--- src/rtl/cme_pkg.sv ---
package cme_pkg;
   localparam int REG_AW = 5;

   typedef enum logic [1:0] {
      OP_CLEAN_INV  = 2'd0,
      OP_INV_ONLY   = 2'd1,
      OP_CLEAN_KEEP = 2'd2,
      OP_RESERVED   = 2'd3
   } cme_op_e;

   localparam logic [REG_AW-1:0] OFF_FIRST = 5'h00;
   localparam logic [REG_AW-1:0] OFF_STOP  = 5'h08;
   localparam logic [REG_AW-1:0] OFF_CTRL  = 5'h10;

   localparam int CTRL_GO_BIT  = 0;
   localparam int CTRL_OP_LSB  = 1;
   localparam int CTRL_ERR_BIT = 3;
endpackage

--- src/rtl/cme_regs.sv ---
module cme_regs
   import cme_pkg::*;
#(
   parameter int ADDR_W = 40,
   parameter int DATA_W = 64
) (
   input  logic              clk,
   input  logic              rst_n,
   input  logic              wr_en,
   input  logic [REG_AW-1:0] addr,
   input  logic [DATA_W-1:0] wdata,
   output logic [DATA_W-1:0] rdata,
   input  logic              busy_i,
   output logic [ADDR_W-1:0] first_q,
   output logic [ADDR_W-1:0] stop_q,
   output cme_op_e           op_q,
   output logic              launch
);
   localparam int PAD_W = DATA_W - ADDR_W;

   logic    err_q;
   logic    wr_ok, ctrl_wr, go_req;
   cme_op_e req_op;

   assign wr_ok   = wr_en && !busy_i;
   assign ctrl_wr = wr_ok && (addr == OFF_CTRL);
   assign go_req  = ctrl_wr && wdata[CTRL_GO_BIT];
   assign req_op  = cme_op_e'(wdata[CTRL_OP_LSB +: 2]);
   assign launch  = go_req && (req_op != OP_RESERVED) && (first_q < stop_q);

   always_ff @(posedge clk) begin
      if (!rst_n) begin
         first_q <= '0;
         stop_q  <= '0;
         op_q    <= OP_CLEAN_INV;
         err_q   <= 1'b0;
      end else begin
         if (wr_ok && addr == OFF_FIRST) first_q <= wdata[ADDR_W-1:0];
         if (wr_ok && addr == OFF_STOP)  stop_q  <= wdata[ADDR_W-1:0];
         if (ctrl_wr)                    op_q    <= req_op;
         if (go_req)                     err_q   <= (req_op == OP_RESERVED);
      end
   end

   always_comb begin
      rdata = '0;
      case (addr)
         OFF_FIRST: rdata = {{PAD_W{1'b0}}, first_q};
         OFF_STOP:  rdata = {{PAD_W{1'b0}}, stop_q};
         OFF_CTRL: begin
            rdata[CTRL_GO_BIT]       = busy_i;
            rdata[CTRL_OP_LSB +: 2]  = op_q;
            rdata[CTRL_ERR_BIT]      = err_q;
         end
         default: rdata = '0;
      endcase
   end

   // parameters frozen while busy
   p_frozen_r9: assert property (@(posedge clk) disable iff (!rst_n)
      busy_i |=> ($stable(first_q) && $stable(stop_q) && $stable(op_q)));

   // reserved code never starts a walk and flags error
   p_reserved_r10: assert property (@(posedge clk) disable iff (!rst_n)
      (go_req && req_op == OP_RESERVED) |=> (!busy_i && err_q));

   // empty span leaves the engine idle
   p_empty_span_r8: assert property (@(posedge clk) disable iff (!rst_n)
      (go_req && !(first_q < stop_q)) |=> !busy_i);
endmodule

--- src/rtl/cme_walker.sv ---
module cme_walker
   import cme_pkg::*;
#(
   parameter int ADDR_W     = 40,
   parameter int LINE_BYTES = 64
) (
   input  logic              clk,
   input  logic              rst_n,
   input  logic              launch,
   input  logic [ADDR_W-1:0] first_i,
   input  logic [ADDR_W-1:0] stop_i,
   input  cme_op_e           op_i,
   output logic              busy_o,
   output logic              m_valid,
   input  logic              m_ready,
   output logic [ADDR_W-1:0] m_addr,
   output logic [1:0]        m_mode
);
   localparam int OFF_W = $clog2(LINE_BYTES);

   generate
      if ((1 << OFF_W) != LINE_BYTES) begin : g_bad_line
         $error("LINE_BYTES must be a power of two");
      end
      if (OFF_W >= ADDR_W) begin : g_bad_width
         $error("LINE_BYTES too large for ADDR_W");
      end
   endgenerate

   logic              busy_q;
   logic [ADDR_W-1:0] line_q, line_start;
   logic [ADDR_W:0]   line_next;
   logic              last_line;

   generate
      if (OFF_W == 0) begin : g_no_align
         assign line_start = first_i;
      end else begin : g_align
         assign line_start = {first_i[ADDR_W-1:OFF_W], {OFF_W{1'b0}}};
      end
   endgenerate

   assign line_next = {1'b0, line_q} + (ADDR_W+1)'(LINE_BYTES);
   assign last_line = line_next >= {1'b0, stop_i};

   always_ff @(posedge clk) begin
      if (!rst_n) begin
         busy_q <= 1'b0;
         line_q <= '0;
      end else if (launch && !busy_q) begin
         busy_q <= 1'b1;
         line_q <= line_start;
      end else if (busy_q && m_ready) begin
         if (last_line) busy_q <= 1'b0;
         else           line_q <= line_next[ADDR_W-1:0];
      end
   end

   assign busy_o  = busy_q;
   assign m_valid = busy_q;
   assign m_addr  = line_q;
   assign m_mode  = op_i;

   // request held until accepted
   p_hold_r6: assert property (@(posedge clk) disable iff (!rst_n)
      (m_valid && !m_ready) |=> (m_valid && $stable(m_addr) && $stable(m_mode)));

   // every issued line lies below the stop address
   p_in_range_r4: assert property (@(posedge clk) disable iff (!rst_n)
      m_valid |-> ({1'b0, m_addr} < {1'b0, stop_i}));

   // line addresses step upward on each handshake
   p_step_r4: assert property (@(posedge clk) disable iff (!rst_n)
      (m_valid && m_ready && !last_line) |=> (m_valid && m_addr > $past(m_addr)));

   // reserved code never reaches the port
   p_no_reserved_r5: assert property (@(posedge clk) disable iff (!rst_n)
      m_valid |-> (m_mode != 2'd3));
endmodule

--- src/rtl/cme_engine.sv ---
module cme_engine
   import cme_pkg::*;
#(
   parameter int ADDR_W     = 40,
   parameter int DATA_W     = 64,
   parameter int LINE_BYTES = 64
) (
   input  logic              clk,
   input  logic              rst_n,
   input  logic              reg_wr_en,
   input  logic [4:0]        reg_addr,
   input  logic [63:0]       reg_wdata,
   output logic [63:0]       reg_rdata,
   output logic              mnt_valid,
   input  logic              mnt_ready,
   output logic [39:0]       mnt_addr,
   output logic [1:0]        mnt_mode
);
   generate
      if (DATA_W != 64 || ADDR_W != 40 || ADDR_W > DATA_W) begin : g_bad_cfg
         $error("port widths are fixed at 64-bit data and 40-bit address");
      end
   endgenerate

   logic [ADDR_W-1:0] first_q, stop_q;
   cme_op_e           op_q;
   logic              launch, busy;

   cme_regs #(.ADDR_W(ADDR_W), .DATA_W(DATA_W)) u_regs (
      .clk     (clk),
      .rst_n   (rst_n),
      .wr_en   (reg_wr_en),
      .addr    (reg_addr),
      .wdata   (reg_wdata),
      .rdata   (reg_rdata),
      .busy_i  (busy),
      .first_q (first_q),
      .stop_q  (stop_q),
      .op_q    (op_q),
      .launch  (launch)
   );

   cme_walker #(.ADDR_W(ADDR_W), .LINE_BYTES(LINE_BYTES)) u_walker (
      .clk     (clk),
      .rst_n   (rst_n),
      .launch  (launch),
      .first_i (first_q),
      .stop_i  (stop_q),
      .op_i    (op_q),
      .busy_o  (busy),
      .m_valid (mnt_valid),
      .m_ready (mnt_ready),
      .m_addr  (mnt_addr),
      .m_mode  (mnt_mode)
   );

   // busy drops only through a handshake
   p_busy_drop_r7: assert property (@(posedge clk) disable iff (!rst_n)
      $fell(mnt_valid) |-> $past(mnt_ready));
endmodule

--- config.mk ---
export PLATFORM = sky130hd
export DESIGN_NAME = cme_engine
export DESIGN_NICKNAME = d
export VERILOG_FILES = /design/src/rtl/cme_pkg.sv /design/src/rtl/cme_regs.sv /design/src/rtl/cme_walker.sv /design/src/rtl/cme_engine.sv
export SDC_FILE = /design/constraint.sdc
export NUM_CORES = 1
export LEC_CHECK = 0
export ABC_AREA = 1
export CAP_MARGIN = 20
export CORE_ASPECT_RATIO = 0.8
export CORE_MARGIN = 10
export CORE_UTILIZATION = 55
export CTS_CLUSTER_SIZE = 28
export DETAILED_ROUTE_END_ITERATION = 12
export PLACE_DENSITY_LB_ADDON = 0.2
export SLEW_MARGIN = 25
export SYNTH_ARGS = -nofsm -noshare
export SYNTH_HDL_FRONTEND = slang
export SYNTH_HIERARCHICAL = 1
export SYNTH_SLANG_ARGS = --single-unit
--- constraint.sdc ---
create_clock -name clk -period 7.96 [get_ports clk]
set_input_delay 1.592 -clock clk [delete_from_list [all_inputs] [get_ports clk]]
set_output_delay 1.592 -clock clk [all_outputs]
set_load 0.05 [all_outputs]
==> impl_metrics.tcl <==
set metrics [dict create \
    synthAdderAreaFrac 0.1098 \
    relSlewSlack 0.3987 \
    crit_path_start_kind "input port" \
    cts_resized 0 \
    final-setup-viol-count 0 \
    ys_top_cells_by_area "dfxtp_1 (28%), nand2_1 (13%), ha_1 (11%)" \
    synth_compound_area_frac 0.1636 \
    vdd_drop_max_v 0.0001202 \
    synth_simple_gate_area_frac 0.2874 \
    num-fill-cells 1404 \
    ys_seq_area_frac 0.2802 \
    leakagePower_uw 0.004593 \
    place.gp.congestion 0.9279 \
    reg2reg_slack_ps 3670 \
    die_w_um 158.4 \
    path_clk_slew_ps 60 \
    synth.top_cell.area_share 0.2802 \
    hold_buffers 0 \
    finalNonFillerCells 1592 \
    final_util 0.6719 \
    postRouteWirelength_um 25600 \
    dpl.hpwl_um 18800 \
    timing.final.crit_share 0.7421 \
    grt_max_degree 100 \
    yosys_warnings 6 \
    core_area_um2 15010 \
    cts_tree "done" \
    rr_startpoint "u_walker/m_addr[6]$_SDFFE_PN0P_" \
    synth.mux.area_fraction 0.001187 \
    nets 1539 \
    synth_edf_count 0 \
    r2r-end "u_walker/m_addr[23]$_SDFFE_PN0P_" \
    fin_hold_ws_ps 502.6 \
    die-area_um2 20710 \
    syn_inst 1299 \
    power.density_nw_per_um2 148.6 \
    ioPinCount 180 \
    outcome "complete, no violations" \
    htreeDepth 4 \
    crit_path_end "reg_rdata[0]" \
    ys_async_sr_fraction 0 \
    finClkSkew_ps 6.406 \
    startpoint "reg_addr[3]" \
    placed_cells 1562 \
    reg2reg_depth 25 \
    diodes 0 \
    synth_seq_cells 118 \
    worstSetupPathType "input port to output pin" \
    synth_area_leader_cell "dfxtp_1" \
    syn_area_um2 8429 \
    grt_pass1_wl_um 40830 \
    drv_slew 0 \
    via_per_inst 5.366 \
    finalCriticalPeriod_ps 5907 \
    drcViolationCount 0 \
    drtPass1Iterations 5 \
    avgSynthCellArea_um2 6.489 \
    cts-buffers-inserted 17 \
    ys_types 35 \
    portBuffers 125 \
    end_kind "output pin" \
    synthXorXnorAreaFrac 0.01974 \
    clk_path_buf_depth 2 \
    start_util 0.5614 \
    post_drt_wl_per_cell_um 16.08 \
    worst_skew_pair.late_latency_ps 410 \
    worstPathArrival_ps 4310 \
    max_slew.worst_pin.slew_ps 902.0 \
    drt_iter0_drc 871 \
    rows 40 \
    antenna_found_initial 0 \
    cp.required_ps 6370 \
    postCtsSetupBuffers 0 \
    cp_max_fo 21 \
    tns_ps 0 \
    hp-class "flip-flop to flip-flop" \
    cts_root_buf "clkbuf_16" \
    syn_to_final_growth_pct 19.68 \
    synth_top_family_by_area "simple AND/OR/NAND/NOR gates" \
    drive_above_1_share 0.05132 \
    hold_violations 0 \
    clock-sinks 118 \
    die_h_um 130.7 \
    grt_pass1_vias 8021 \
    grt_overflow 0 \
    fmax_mhz 169.3 \
    drtAntennaViolNets 0 \
    grtUsageTotal 0.2453 \
    rsz0062_at_grt "no" \
    ys.flop_type "dfxtp_1" \
    cap_violations 0 \
    num_vias 8542 \
]
## cells in the mapped netlist (all sizes together) (13+ instances only)
| cell | instances |
|---|---|
| nand3 | 40 |
| nor3 | 15 |
| buf | 56 |
| o21ai | 153 |
| nor2 | 201 |
| a21oi | 94 |
| nand4 | 13 |
| dfxtp | 118 |
| nand2 | 285 |
| ha | 74 |
| inv | 166 |
| clkbuf | 30 |
## logic make-up (layout without fill, tap and decap cells)
group,after synthesis,count (layout)
AOI/OAI and AO/OA,266,266
xor gates and xnor gates,19,19
adders and majority gates,74,74
buffers and inverters,252,328
DFF,118,118
muxes,1,1
other,2,30
and+or+nand+nor,567,567
## how the worst min path moves through the flow
stage / slack (ps) / endpoint / from / depth (start not counted)
6_report: 500 / u_regs/stop_q[11]$_SDFFE_PN0P_ / u_regs/stop_q[11]$_SDFFE_PN0P_ / 2
5_1_grt: 510 / u_regs/stop_q[21]$_SDFFE_PN0P_ / u_regs/stop_q[21]$_SDFFE_PN0P_ / 2
4_1_cts: 500 / u_regs/stop_q[17]$_SDFFE_PN0P_ / u_regs/stop_q[17]$_SDFFE_PN0P_ / 2
3_5_place_dp: 490 / u_regs/stop_q[17]$_SDFFE_PN0P_ / u_regs/stop_q[17]$_SDFFE_PN0P_ / 2
3_3_place_gp: 480 / u_regs/stop_q[30]$_SDFFE_PN0P_ / u_regs/stop_q[30]$_SDFFE_PN0P_ / 2
2_1_floorplan: 460 / u_regs/stop_q[11]$_SDFFE_PN0P_ / u_regs/stop_q[11]$_SDFFE_PN0P_ / 2
## placed cells by master, fill, tap and decap left out, types with 4 or more instances in the layout
cell type and instances:
nand3_2 12, nand3b_1 5, conb_1 30, nor3_1 15, nand4_1 10, clkinv_2 5, nor2_4 7, o21ai_0 153
inv_2 5, nand3_1 28, clkdlybuf4s50_1 124, a21oi_1 94, clkbuf_16 17, ha_1 74, buf_4 7, nor2_1 191
inv_1 161, dfxtp_1 118, o21bai_1 12, xnor2_1 8, xor2_1 11, nand2_1 283, o211ai_1 4
## sequential cells by signal (all words and copies together) (netlist names)
signal           flops
u_regs/stop_q       40
u_walker/m_addr     34
u_regs/err_q         1
u_regs/op_q          2
u_walker/busy_o      1
u_regs/first_q      40
## area by class of cell
cell class	count	area, um^2	share of cell area
Multi-Input combinational cell	957	5019	0.4975
Tap cell	189	236.5	0.02344
Clock inverter	9	78.83	0.007813
Timing Repair Buffer	132	1299	0.1287
Sequential cell	118	2362	0.2342
Inverter	166	623.1	0.06176
Clock buffer	21	470.5	0.04663
## report_power, final
part           switching [uW]  internal [uW]  leakage, uW
clock                     274            448     0.000270
sequential               7.62            598     0.000952
combinational             114           57.8      0.00337
total                     396           1100      0.00459
## critical path: stages
cell and delay [ps]:
clkdlybuf4s50_1 470, nor2_2 140, nand3_2 120, inv_1 530, buf_4 390, nand2_1 80
o211ai_1 120, clkdlybuf4s50_1 860
## routing by layer
metal | share of wire | GRT usage
met5 | 0 | 0
met4 | 0.0072 | 0.04894
met2 | 0.43 | 0.3673
met3 | 0.11 | 0.06436
met1 | 0.46 | 0.3469
## metrics by stage
step / instance area, um^2 / total power (uW) / setup slack, ps
final: 10090 / 1499 / 2053
after global routing: 10090 / 1551 / 1886
after CTS: 10090 / 1502 / 2039
after detailed placement: 9539 / 786.0 / 2047
after global placement: 9539 / 784.0 / 2076
after floorplan: 8534 / 742.8 / 3221
Note: power is estimated with default switching activity, not from simulation.
